==> src/rtl/evq_pkg.sv <==
package evq_pkg;

  typedef enum logic [1:0] {
    KIND_NONE  = 2'd0,
    KIND_FAULT = 2'd1,
    KIND_AVAIL = 2'd2,
    KIND_RSVD  = 2'd3
  } evq_kind_e;

  typedef struct packed {
    evq_kind_e   kind;
    logic [31:0] handle;
    logic [31:0] fid;
    logic [15:0] code;
    logic [63:0] addr;
    logic [31:0] qual;
  } evq_entry_t;

  typedef struct packed {
    logic [7:0]  ntype;
    logic [7:0]  kind;
    logic [31:0] fid;
    logic [31:0] handle;
    logic [31:0] qual;
    logic [63:0] addr;
    logic [15:0] code;
  } evq_rec_t;

  localparam logic [7:0] REC_NTYPE = 8'd2;

  function automatic logic kind_legal(input logic [1:0] k);
    return (k == KIND_FAULT) || (k == KIND_AVAIL);
  endfunction

  function automatic logic [15:0] rev16(input logic [15:0] v);
    logic [15:0] r;
    for (int i = 0; i < 2; i++) r[8*i +: 8] = v[8*(1-i) +: 8];
    return r;
  endfunction

  function automatic logic [31:0] rev32(input logic [31:0] v);
    logic [31:0] r;
    for (int i = 0; i < 4; i++) r[8*i +: 8] = v[8*(3-i) +: 8];
    return r;
  endfunction

  function automatic logic [63:0] rev64(input logic [63:0] v);
    logic [63:0] r;
    for (int i = 0; i < 8; i++) r[8*i +: 8] = v[8*(7-i) +: 8];
    return r;
  endfunction

endpackage

==> src/rtl/evq_store.sv <==
module evq_store
  import evq_pkg::*;
#(
  parameter int DEPTH = 8
) (
  input  logic       clk,
  input  logic       rst_n,
  input  logic       wr_en,
  input  evq_entry_t wr_data,
  input  logic       rd_en,
  output evq_entry_t head,
  output logic       full,
  output logic       empty
);
  localparam int PW = (DEPTH > 1) ? $clog2(DEPTH) : 1;
  localparam int CW = $clog2(DEPTH + 1);
  localparam logic [PW-1:0] LAST = PW'(DEPTH - 1);
  localparam logic [CW-1:0] CAP  = CW'(DEPTH);

  evq_entry_t    slots [DEPTH];
  logic [PW-1:0] wr_ptr, rd_ptr;
  logic [CW-1:0] count;

  function automatic logic [PW-1:0] bump(input logic [PW-1:0] p);
    return (p == LAST) ? '0 : p + 1'b1;
  endfunction

  always_ff @(posedge clk) begin
    if (wr_en) slots[wr_ptr] <= wr_data;
  end

  always_ff @(posedge clk) begin
    if (!rst_n) begin
      wr_ptr <= '0;
      rd_ptr <= '0;
      count  <= '0;
    end else begin
      if (wr_en) wr_ptr <= bump(wr_ptr);
      if (rd_en) rd_ptr <= bump(rd_ptr);
      case ({wr_en, rd_en})
        2'b10:   count <= count + 1'b1;
        2'b01:   count <= count - 1'b1;
        default: count <= count;
      endcase
    end
  end

  assign head  = slots[rd_ptr];
  assign full  = (count == CAP);
  assign empty = (count == '0);

  AST_NO_OVERFLOW: assert property (@(posedge clk) disable iff (!rst_n)
    count <= CAP);
  AST_NO_WRITE_FULL: assert property (@(posedge clk) disable iff (!rst_n)
    wr_en |-> !full);
  AST_NO_READ_EMPTY: assert property (@(posedge clk) disable iff (!rst_n)
    rd_en |-> !empty);
endmodule

==> src/rtl/evq_format.sv <==
module evq_format
  import evq_pkg::*;
(
  input  evq_entry_t ent,
  output evq_rec_t   rec
);
  logic is_fault;
  assign is_fault = (ent.kind == KIND_FAULT);

  always_comb begin
    rec        = '0;
    rec.ntype  = REC_NTYPE;
    rec.kind   = {6'd0, ent.kind};
    rec.fid    = rev32(ent.fid);
    rec.handle = rev32(ent.handle);
    rec.code   = rev16(ent.code);
    rec.qual   = is_fault ? rev32(ent.qual) : '0;
    rec.addr   = is_fault ? rev64(ent.addr) : '0;
  end
endmodule

==> src/rtl/fn_event_queue.sv <==
module fn_event_queue
  import evq_pkg::*;
#(
  parameter int DEPTH = 8
) (
  input  logic        clk,
  input  logic        rst_n,
  input  logic        post_valid,
  input  logic [1:0]  post_kind,
  input  logic [31:0] post_handle,
  input  logic [31:0] post_fid,
  input  logic [15:0] post_code,
  input  logic [63:0] post_addr,
  input  logic [31:0] post_qual,
  output logic        notify,
  output logic        bad_kind,
  output logic        overflow,
  output logic        pending,
  input  logic        get_req,
  output logic        get_done,
  output logic        get_status,
  output logic [7:0]  rec_ntype,
  output logic [7:0]  rec_kind,
  output logic [31:0] rec_fid,
  output logic [31:0] rec_handle,
  output logic [31:0] rec_qual,
  output logic [63:0] rec_addr,
  output logic [15:0] rec_code
);
  evq_entry_t in_ent, head;
  evq_rec_t   fmt_rec, rec_q;
  logic       full, empty;
  logic       legal, accept, drop_full, refuse, take;

  assign legal     = kind_legal(post_kind);
  assign accept    = post_valid && legal && !full;
  assign drop_full = post_valid && legal && full;
  assign refuse    = post_valid && !legal;
  assign take      = get_req && !empty;

  always_comb begin
    in_ent        = '0;
    in_ent.kind   = evq_kind_e'(post_kind);
    in_ent.handle = post_handle;
    in_ent.fid    = post_fid;
    in_ent.code   = post_code;
    in_ent.addr   = post_addr;
    in_ent.qual   = post_qual;
  end

  evq_store #(.DEPTH(DEPTH)) u_store (
    .clk     (clk),
    .rst_n   (rst_n),
    .wr_en   (accept),
    .wr_data (in_ent),
    .rd_en   (take),
    .head    (head),
    .full    (full),
    .empty   (empty)
  );

  evq_format u_format (
    .ent (head),
    .rec (fmt_rec)
  );

  always_ff @(posedge clk) begin
    if (!rst_n) begin
      notify     <= 1'b0;
      bad_kind   <= 1'b0;
      overflow   <= 1'b0;
      get_done   <= 1'b0;
      get_status <= 1'b0;
      rec_q      <= '0;
    end else begin
      notify   <= accept;
      bad_kind <= refuse;
      overflow <= overflow | drop_full;
      get_done <= get_req;
      if (get_req) begin
        get_status <= !take;
        rec_q      <= take ? fmt_rec : '0;
      end
    end
  end

  assign pending    = !empty;
  assign rec_ntype  = rec_q.ntype;
  assign rec_kind   = rec_q.kind;
  assign rec_fid    = rec_q.fid;
  assign rec_handle = rec_q.handle;
  assign rec_qual   = rec_q.qual;
  assign rec_addr   = rec_q.addr;
  assign rec_code   = rec_q.code;

  AST_OVF_STICKY: assert property (@(posedge clk) disable iff (!rst_n)
    overflow |=> overflow);
  AST_OVF_CAUSE: assert property (@(posedge clk) disable iff (!rst_n)
    $rose(overflow) |-> $past(post_valid && full));
  AST_NOTIFY_ROOM: assert property (@(posedge clk) disable iff (!rst_n)
    notify |-> $past(post_valid && !full));
  AST_BAD_NO_NOTIFY: assert property (@(posedge clk) disable iff (!rst_n)
    bad_kind |-> !notify);
  AST_EMPTY_GET: assert property (@(posedge clk) disable iff (!rst_n)
    (get_done && $past(empty)) |-> (get_status && rec_ntype == 8'd0));
  AST_GOOD_GET_TYPE: assert property (@(posedge clk) disable iff (!rst_n)
    (get_done && !get_status) |-> (rec_ntype == REC_NTYPE));
  AST_AVAIL_BLANK: assert property (@(posedge clk) disable iff (!rst_n)
    (get_done && rec_kind == 8'd2) |-> (rec_addr == '0 && rec_qual == '0));
  AST_REC_HOLD: assert property (@(posedge clk) disable iff (!rst_n)
    !get_done |-> $stable(rec_fid));
endmodule

==> config.mk <==
export PLATFORM = sky130hd
export DESIGN_NAME = fn_event_queue
export DESIGN_NICKNAME = d
export VERILOG_FILES = /design/src/rtl/evq_pkg.sv /design/src/rtl/evq_store.sv /design/src/rtl/evq_format.sv /design/src/rtl/fn_event_queue.sv
export SDC_FILE = /design/constraint.sdc
export NUM_CORES = 1
export LEC_CHECK = 0
export BUFFER_PORTS_ARGS = -buffer_cell sky130_fd_sc_hd__clkbuf_2
export CAP_MARGIN = 20
export CORE_ASPECT_RATIO = 0.6
export CORE_UTILIZATION = 36
export CTS_BUF_LIST = sky130_fd_sc_hd__clkbuf_16
export DETAILED_ROUTE_END_ITERATION = 12
export HOLD_SLACK_MARGIN = 0.06
export PLACE_DENSITY_LB_ADDON = 0.3
export SLEW_MARGIN = 20
export SYNTH_ARGS = -nofsm -noshare
export SYNTH_HDL_FRONTEND = slang
export SYNTH_SLANG_ARGS = --single-unit
==> constraint.sdc <==
create_clock -name clk -period 26.2 [get_ports clk]
set_input_delay 1.31 -clock clk [delete_from_list [all_inputs] [get_ports clk]]
set_output_delay 1.31 -clock clk [all_outputs]
set_load 0.02 [all_outputs]
# Word level (Yosys, flattened, before mapping)
# Memories as Yosys holds them, arrays and structs flattened. A register that Yosys moved wholly into a read port is not among the register bits.
# Index checks and enable logic that the tools add are counted.
# word_totals
inputBits	182
output_inout_bits	198
memories	1
latchBits	0
rom_bits	0
regBits	207
ramBits	1424
# memory_table
name	words	width	rd	rd_clocked_by_memory_dff	write_ports	line_no	source
u_store.slots	8	178	1	1	1	evq_store.sv:20	evq_entry_t slots [DEPTH];
# op_classes
bitwise	1
add_sub_neg	4
eq_ne	8
shift	0
muxes	10
n_lt_le_gt_ge	0
multipliers	0
div	0
reduce_logical	12
# op_table
cell	count
two-way mux 186 bit	1
two-way mux 64 bit	1
two-way mux 32 bit	1
two-way mux 3 bit	4
case mux 4 bit (2 select lines)	1
adder 3 x 1 -> 3 bit, second input constant	2
equality test 2 x 1 -> 1 bit, second input constant	3
equality test 3 bit, second input constant	2
logical AND 1 bit	5
adder 4 x 1 -> 4 bit, second input constant	1
equality test 2 bit, second input constant	2
equality test 4 bit, second input constant	1
zero test 1 bit	4
zero test 4 bit	1
subtractor 4 x 1 -> 4 bit, second input constant	1
two-way mux 1 bit	2
nonzero test 2 bit	1
logical OR 1 bit	1
OR 1 bit	1

# Depth between registers and ports, before layout
# Gate-level depths: netlist of the first run.
# depth
ltp_word	6
depth_mapped	12

# Modules after synthesis
# Synthesis of the first run repeated with hierarchy kept, for this count alone.
# unflattened
cells_unflattened	3217
area_unflattened_um2	64675.8
# modules_own_cells
module	seq_area_each_um2	instances	cells_per_inst	area_each_um2
evq_store	43021.3	1	2132	54134.4
fn_event_queue	3943.8	1	871	8793.4
evq_format	0.0	1	214	1747.9

# Least setup slack after synthesis of the first run
# No wires, ideal clock.
# synth_timing
kind	input to register
start	input port post_kind[1]
end	memory u_store.slots[0][0] in the netlist's numbering, enable pin
path_slack_ns	6.480
arrival_time_ns	18.568
n_path_buf	1
stages	4
setup_ns	1.151
cell_sequence	xor2_1 -> nand3_1 -> buf_2 -> nor4_1
# synth_via
elab_chain_cells	6
elab_cells_between_ends	7
cone_classes	2 x eq/ne; 2 x mux; 3 x reduce/logical
# synth_lines
element	line_no	source
from (decl)	fn_event_queue.sv:9	input logic [1:0] post_kind,
equality test 2 x 1 -> 1 bit / equality test 2 bit (equally long branches)	evq_pkg.sv:32	return (k == KIND_FAULT) || (k == KIND_AVAIL);
logical OR 1 bit (*)	evq_pkg.sv:32	
logical AND 1 bit (*) (2 in a row)	fn_event_queue.sv:36	assign accept = post_valid && legal && !full;
two-way mux 1 bit (*)	evq_store.sv:29	if (wr_en) slots[wr_ptr] <= wr_data;
two-way mux 1 bit (implied by the code) (*)	evq_store.sv:29	
to (decl)	evq_store.sv:20	
# Mark *: on every way between the ends. The rest lies on a longest branch, timed or not.

==> impl_metrics.env, run 1 <==
export IMPL_cts_tree="built"
export IMPL_clk_latency_ps=790
export IMPL_worstPathCellList="buf_4, buf_4, buf_4, buf_4, mux2i_1, a22oi_1, nand2_1, o21ai_0"
export IMPL_worstSetupEndpointType="register"
export IMPL_ctsResizeCount=0
export IMPL_cts_setup_buffers=0
export IMPL_cts_hold_buf=0
export IMPL_crit_top_cell="buf_4"
export IMPL_utilization=0.420
export IMPL_cts_buffers=153
export IMPL_antenna_found_initial=29
export IMPL_tightest_slew_ps=1070
export IMPL_cpMaxStageDelayCell="dfxtp_4"
export IMPL_vias=29600
export IMPL_ys_ff_latch=1621
export IMPL_post_synth_num_cell_types=41
export IMPL_regToRegSetupSlack_ps=20980
export IMPL_synth_main_ff_cell="edfxtp_1"
export IMPL_grt_pass1_vias=30100
export IMPL_final_nets=3750
export IMPL_clock_tree_buffer_depth=3
export IMPL_grt_overflow_total=0
export IMPL_crit_buf_inv=4
export IMPL_cap_violations=0
export IMPL_max_slew_margin=0.290
export IMPL_skew_ps=37.8
export IMPL_setup_viol_count_final=0
export IMPL_cts_clk_slew_worst_paths_ps=60
export IMPL_critPathArrivalTime_ps=5850
export IMPL_final_max_slew_viol_count=0
export IMPL_grtUsageTotal=0.165
export IMPL_die_y_um=318
export IMPL_grt_start_max_net_pins=120
export IMPL_gp_congestion=0.706
export IMPL_routedWlPerCell_um=23.7
export IMPL_hpwlAfterDp_um=72600
export IMPL_grt_pass1_wl_um=205000
export IMPL_postSynthCellCount=3168
export IMPL_async_reset_ff_frac=0
export IMPL_yosysWarnings=0
export IMPL_h_tree_depth=4
export IMPL_wl_um=140000
export IMPL_final_cell_mix="1424 x edfxtp_1, 467 x mux2i_1, 366 x clkbuf_2"
export IMPL_synth_edf_count=1424
export IMPL_final_cells=5916
export IMPL_critPathMaxStageDelay_ps=950
export IMPL_status="finished, final reports clean"
export IMPL_criticalPathCategory="reg -> reg"
export IMPL_start_util=0.364
export IMPL_syn2layout_area_growth_pct=15.5
export IMPL_port_buffers=366
export IMPL_hold_path_class="reg -> reg"
export IMPL_avgViaCountPerCell=5.00
export IMPL_placed_cells=5629
export IMPL_cp_max_fo=60
export IMPL_antenna_left=0
export IMPL_hold_viol=0
export IMPL_io_pins=380
export IMPL_drc=0
export IMPL_die_area_um2=168000
export IMPL_critPathLaunchType="register"
export IMPL_max_freq_mhz=192
export IMPL_final_common_cell="edfxtp_1"
export IMPL_seq_area_frac_synth=0.780
export IMPL_clock_sinks=1621
export IMPL_dr_pass1_iters=5
export IMPL_synth_area_um2=59900
export IMPL_syn_mean_instance_area_um2=18.9
export IMPL_cellLeakagePower_nw=22.2
export IMPL_cts_root_buf="clkbuf_16"
export IMPL_rows=115
export IMPL_timing_final_crit_share=0.199
export IMPL_die_w_um=528
export IMPL_rsz0062_at_grt="false"
export IMPL_core_area_um2=164000
export IMPL_drt_iter0_markers=2131
export IMPL_drive_above_1_share=0.219
export IMPL_min_period_ps=5220
export IMPL_power_ir_vdd_worst_uv=62.8
export IMPL_finalSetupTns_ps=0
export IMPL_power_density_cell_area_nw_per_um2=88.6
export IMPL_crit_family="buffers and inverters"
export IMPL_cp_data_required_time_ps=26830
flip-flops by register name (all words and copies together), names as in the netlist, 3 cells and up, named ones only:
signal          count
u_store.slots    1424
rec_qual           32
u_store.wr_ptr      3
u_store.rd_ptr      3
rec_fid            32
u_store.count       4
rec_handle         32
rec_code           16
rec_addr           64
per-stage QoR:
step           hold slack, ps  area (µm²)  setup slack, ps  total power, mW
2_1_floorplan             450       59900             6480             3.78
3_3_place_gp              432       64200            20980             4.04
3_5_place_dp              438       64200            20880             4.05
4_1_cts                   447       69100            20860             6.22
5_1_grt                   466       69100            20570             6.39
6_report                  443       69100            20980             6.13
area by class of cell:
class | instances | area, µm²
inverters | 4 | 15.0
diodes | 4 | 10.0
well taps | 2223 | 2780
multi-input cells | 1368 | 12400
repair buffers | 413 | 2320
clock buffers | 155 | 3880
fillers | 14500 | 95300
clock inverters | 128 | 1000
flip-flops and latches | 1621 | 46700
tightest hold or removal path, cell delays in order (launching register included):
cell     delay (ps)
dfxtp_1         310
nand2_1          50
o21ai_1          50
Yosys cell counts (3+ instances only):
cell type | n | area [µm²]
edfxtp_1 | 1424 | 42800
mux2i_1 | 467 | 4670
nand2_1 | 283 | 1060
dfxtp_1 | 197 | 3940
a22oi_1 | 192 | 1440
mux4_2 | 164 | 3690
o21ai_0 | 129 | 646
clkbuf_1 | 91 | 342
buf_2 | 73 | 365
o21ai_1 | 50 | 250
buf_4 | 19 | 143
nor2_1 | 13 | 48.8
a21oi_1 | 10 | 50.1
ha_1 | 7 | 87.6
nand3_1 | 5 | 25.0
nor3_1 | 4 | 20.0
xor2_1 | 4 | 35.0
and2_1 | 3 | 18.8
buf_6 | 3 | 33.8
inv_1 | 3 | 11.3
nand2b_1 | 3 | 18.8
nor2b_1 | 3 | 18.8
or3_1 | 3 | 18.8
routing by layer:
layer | share of wire | GRT usage | up-vias | wire length [µm]
met5 | 0.0020 | 0 | - | 275
met3 | 0.064 | 0.0449 | 205 | 8910
met1 | 0.46 | 0.236 | 15300 | 64900
met4 | 0.019 | 0.0421 | 42 | 2680
li1 | - | - | 13300 | -
met2 | 0.45 | 0.249 | 649 | 63200
kinds of logic (layout without fill, tap and decap cells):
kind of cell / count (synthesis) / after routing / share of synthesized area
xor+xnor: 4 / 4 / 0.000585
mux: 633 / 633 / 0.140
flops: 1621 / 1621 / 0.780
fa+ha+maj: 7 / 7 / 0.00146
simple gates: 326 / 326 / 0.0220
other cells: 1 / 17 / 0.0000626
buf+inv: 191 / 700 / 0.0151
compound gates: 385 / 385 / 0.0404
worst paths after layout:
check	startpoint	cells past startpoint	endpoint
worst min-delay path	rec_addr[36]$_SDFFE_PN0P_	2	rec_addr[36]$_SDFFE_PN0P_
worst max register to register	register	8	rec_addr[9]$_SDFFE_PN0P_
worst max-delay path	register	8	rec_addr[9]$_SDFFE_PN0P_
worst min register to register	rec_addr[36]$_SDFFE_PN0P_	2	rec_addr[36]$_SDFFE_PN0P_
power by group:
group / internal (mW) / leakage [nW] / switching (mW)
Combinational: 0.436 / 5.19 / 0.567
Sequential: 2.90 / 14.5 / 0.0662
Clock: 1.17 / 2.51 / 0.985
Power figures use the tool's default switching activity.
==> run 2, diff against run 1 <==
ABC_AREA = 1   (was default)
clock period = 5.5 ns   (was 26.2 ns; I/O delays follow)
==> run 2 against run 1 <==
  * Hold slack lost 160 ps
  * Non-clock buffer count grew 186
  * Clock skew grew 17 ps
==> impl_metrics.env, run 2 <==
export IMPL_status="finished, final reports clean"
export IMPL_clock_tree_buffer_depth=4
export IMPL_cts_buffers=164
export IMPL_power_ir_vdd_worst_uv=350
export IMPL_dr_pass1_iters=8
export IMPL_max_freq_mhz=305
export IMPL_h_tree_depth=4
export IMPL_largest_reg_flops=1424
export IMPL_hold_path_class="in -> reg"
export IMPL_grtUsageTotal=0.190
export IMPL_avgViaCountPerCell=5.02
export IMPL_rows=118
export IMPL_synthMuxAreaShare=0
export IMPL_crit_buf_inv=3
export IMPL_dpl_worst_slack_ps=2020
export IMPL_final_max_slew_viol_count=0
export IMPL_cp_data_required_time_ps=6200
export IMPL_synth_most_common_cell="edfxtp_1"
export IMPL_critPathLaunchType="register"
export IMPL_antenna_found_initial=16
export IMPL_hold_slack_ps=279
export IMPL_rsz0062_at_grt="false"
export IMPL_crit_top_cell="nand2_1"
export IMPL_yosysTopAreaCell="edfxtp_1"
export IMPL_cpMaxStageDelayCell="dfxtp_4"
export IMPL_utilization=0.426
export IMPL_cellLeakagePower_nw=26.0
export IMPL_regToRegSetupSlack_ps=2220
export IMPL_cts_tree="built"
export IMPL_synth_top_area_share=0.677
export IMPL_synth_top_family_by_area="simple AND/OR/NAND/NOR gates"
export IMPL_drc=0
export IMPL_async_reset_ff_frac=0
export IMPL_met3_length_um=9560
export IMPL_grt_pass1_vias=39100
export IMPL_antenna_left=0
export IMPL_routedWlPerCell_um=20.8
export IMPL_hpwlAfterDp_um=82200
export IMPL_syn_mean_instance_area_um2=11.8
export IMPL_drive_above_1_share=0.110
export IMPL_cts_root_buf="clkbuf_16"
export IMPL_grt_start_max_net_pins=187
export IMPL_min_period_ps=3280
export IMPL_grt_pass1_wl_um=256000
export IMPL_grt_overflow_total=0
export IMPL_die_y_um=327
export IMPL_wl_met1_um=81100
export IMPL_seq_area_frac_synth=0.739
export IMPL_final_common_cell="edfxtp_1"
export IMPL_drt_iter0_markers=3512
export IMPL_post_synth_num_cell_types=28
export IMPL_r2r_cells=11
export IMPL_hold_viol=0
export IMPL_synth_edf_count=1424
export IMPL_power_total_mw=32.9
export IMPL_final_nets=5961
export IMPL_cts_setup_buffers=0
export IMPL_synth_fa_ha_area_frac=0.00139
export IMPL_cp_max_fo=55
export IMPL_cap_violations=0
export IMPL_yosysWarnings=0
export IMPL_cts_clk_slew_worst_paths_ps=70
export IMPL_synth_main_ff_cell="edfxtp_1"
export IMPL_gp_congestion=0.728
export IMPL_timing_final_crit_share=0.597
export IMPL_postLayoutCellArea_um2=73800
export IMPL_critPathArrivalTime_ps=3980
export IMPL_io_pins=380
export IMPL_clock_sinks=1621
export IMPL_wl_um=172000
export IMPL_start_util=0.365
export IMPL_vias=41400
export IMPL_synth_area_um2=63200
export IMPL_hold_path_startpoint="post_addr[25]"
export IMPL_wl_met2_um=78100
export IMPL_netlist_top_cells_area="edfxtp_1 68%, nand2_1 7.8%, dfxtp_1 6.2%, nand3_1 4.4%, nor2_1 4.2%"
export IMPL_ys_ff_latch=1621
export IMPL_power_density_cell_area_nw_per_um2=445
export IMPL_port_buffers=366
export IMPL_top_layer="met5"
export IMPL_die_area_um2=177000
export IMPL_syn2layout_area_growth_pct=16.8
export IMPL_synth_compound_area_frac=0.0593
export IMPL_synth_xor_area_frac=0.000554
export IMPL_regMostFlops="u_store.slots"
export IMPL_synth_simple_area_share=0.165
export IMPL_crit_family="buffers and inverters"
export IMPL_worstPathCellList="buf_4, nand2_1, nand3_1, nand2_1, nand2_1, nand2_1, nor2_4, buf_16, buf_12, nand2_1, a21oi_1"
export IMPL_tightest_slew_ps=1210
export IMPL_die_w_um=543
export IMPL_r2r_end="rec_addr[6]$_SDFFE_PN0P_"
export IMPL_setup_viol_count_final=0
export IMPL_worstSetupEndpointType="register"
export IMPL_clk_latency_ps=820
export IMPL_min_path_cells=2
export IMPL_critPathMaxStageDelay_ps=750
export IMPL_final_cell_mix="1424 x edfxtp_1, 1317 x nand2_1, 705 x nor2_1"
export IMPL_holdPathEnd="u_store.slots[6][57]$_DFFE_PP_"
export IMPL_max_slew_margin=0.196
export IMPL_setup_slack_ps=2220
export IMPL_skew_ps=54.3
export IMPL_place_area_um2=66900
export IMPL_yosys_top_cells_count="1424 x edfxtp_1, 1317 x nand2_1, 713 x nor2_1"
export IMPL_criticalPathCategory="reg -> reg"
export IMPL_postSynthCellCount=5352
export IMPL_core_area_um2=173000
run 2: power by group:
group	internal, mW	total, mW	switching (mW)
logic	2.19	7.72	5.53
clock network	6.07	10.8	4.69
registers	14.0	14.4	0.404
total	22.2	32.9	10.6
run 2: cell families (layout without fill, tap and decap cells):
logic type | count (synthesis) | in the layout
other | 1 | 19
adder cells (fa/ha/maj) | 7 | 7
AO/OA/AOI/OAI | 707 | 707
buffers and inverters | 425 | 958
flip-flops | 1621 | 1621
AND/OR/NAND/NOR | 2587 | 2587
XOR/XNOR | 4 | 4
run 2: routing by layer:
layer / track usage / up-vias
met4: 0.0385 / 22
met3: 0.0317 / 247
met5: 0 / -
met2: 0.295 / 1102
met1: 0.280 / 20500
li1: - / 19500
run 2: what timing repair did:
item,4_1_cts,5_1_grt
endpoints found under the hold margin,1437,0
hold buffers,182,0
gates resized for setup,0,0
run 2: per-stage QoR:
| stage | instances | setup TNS (ps) |
|---|---|---|
| after detailed placement | 7764 | 0 |
| final | 8243 | 0 |
| after floorplan | 5364 | -822940 |
| after global routing | 8239 | 0 |
| after global placement | 7763 | 0 |
| after CTS | 8237 | 0 |
run 2: area by class of cell:
| type | instances | area (µm²) |
|---|---|---|
| antenna | 6 | 15.0 |
| clock buffer | 165 | 4130 |
| clock inverter | 126 | 958 |
| fill | 16100 | 99500 |
| inverter | 68 | 293 |
| multi-input combinational | 3318 | 14400 |
| sequential | 1621 | 46700 |
| tap | 2340 | 2930 |
| timing repair buffer | 599 | 4390 |
run 2: how the worst max path moves through the flow:
stage | start | cells after the start | endpoint
4_1_cts | register | 10 | rec_addr[31]$_SDFFE_PN0P_
3_3_place_gp | register | 10 | rec_addr[34]$_SDFFE_PN0P_
3_5_place_dp | post_kind[1] | 6 | u_store.slots[4][11]$_DFFE_PP_
2_1_floorplan | u_store.count[0]$_SDFFE_PN0P_ | 5 | u_store.slots[0][0]$_DFFE_PP_
5_1_grt | register | 10 | rec_addr[31]$_SDFFE_PN0P_
6_report | register | 11 | rec_addr[6]$_SDFFE_PN0P_
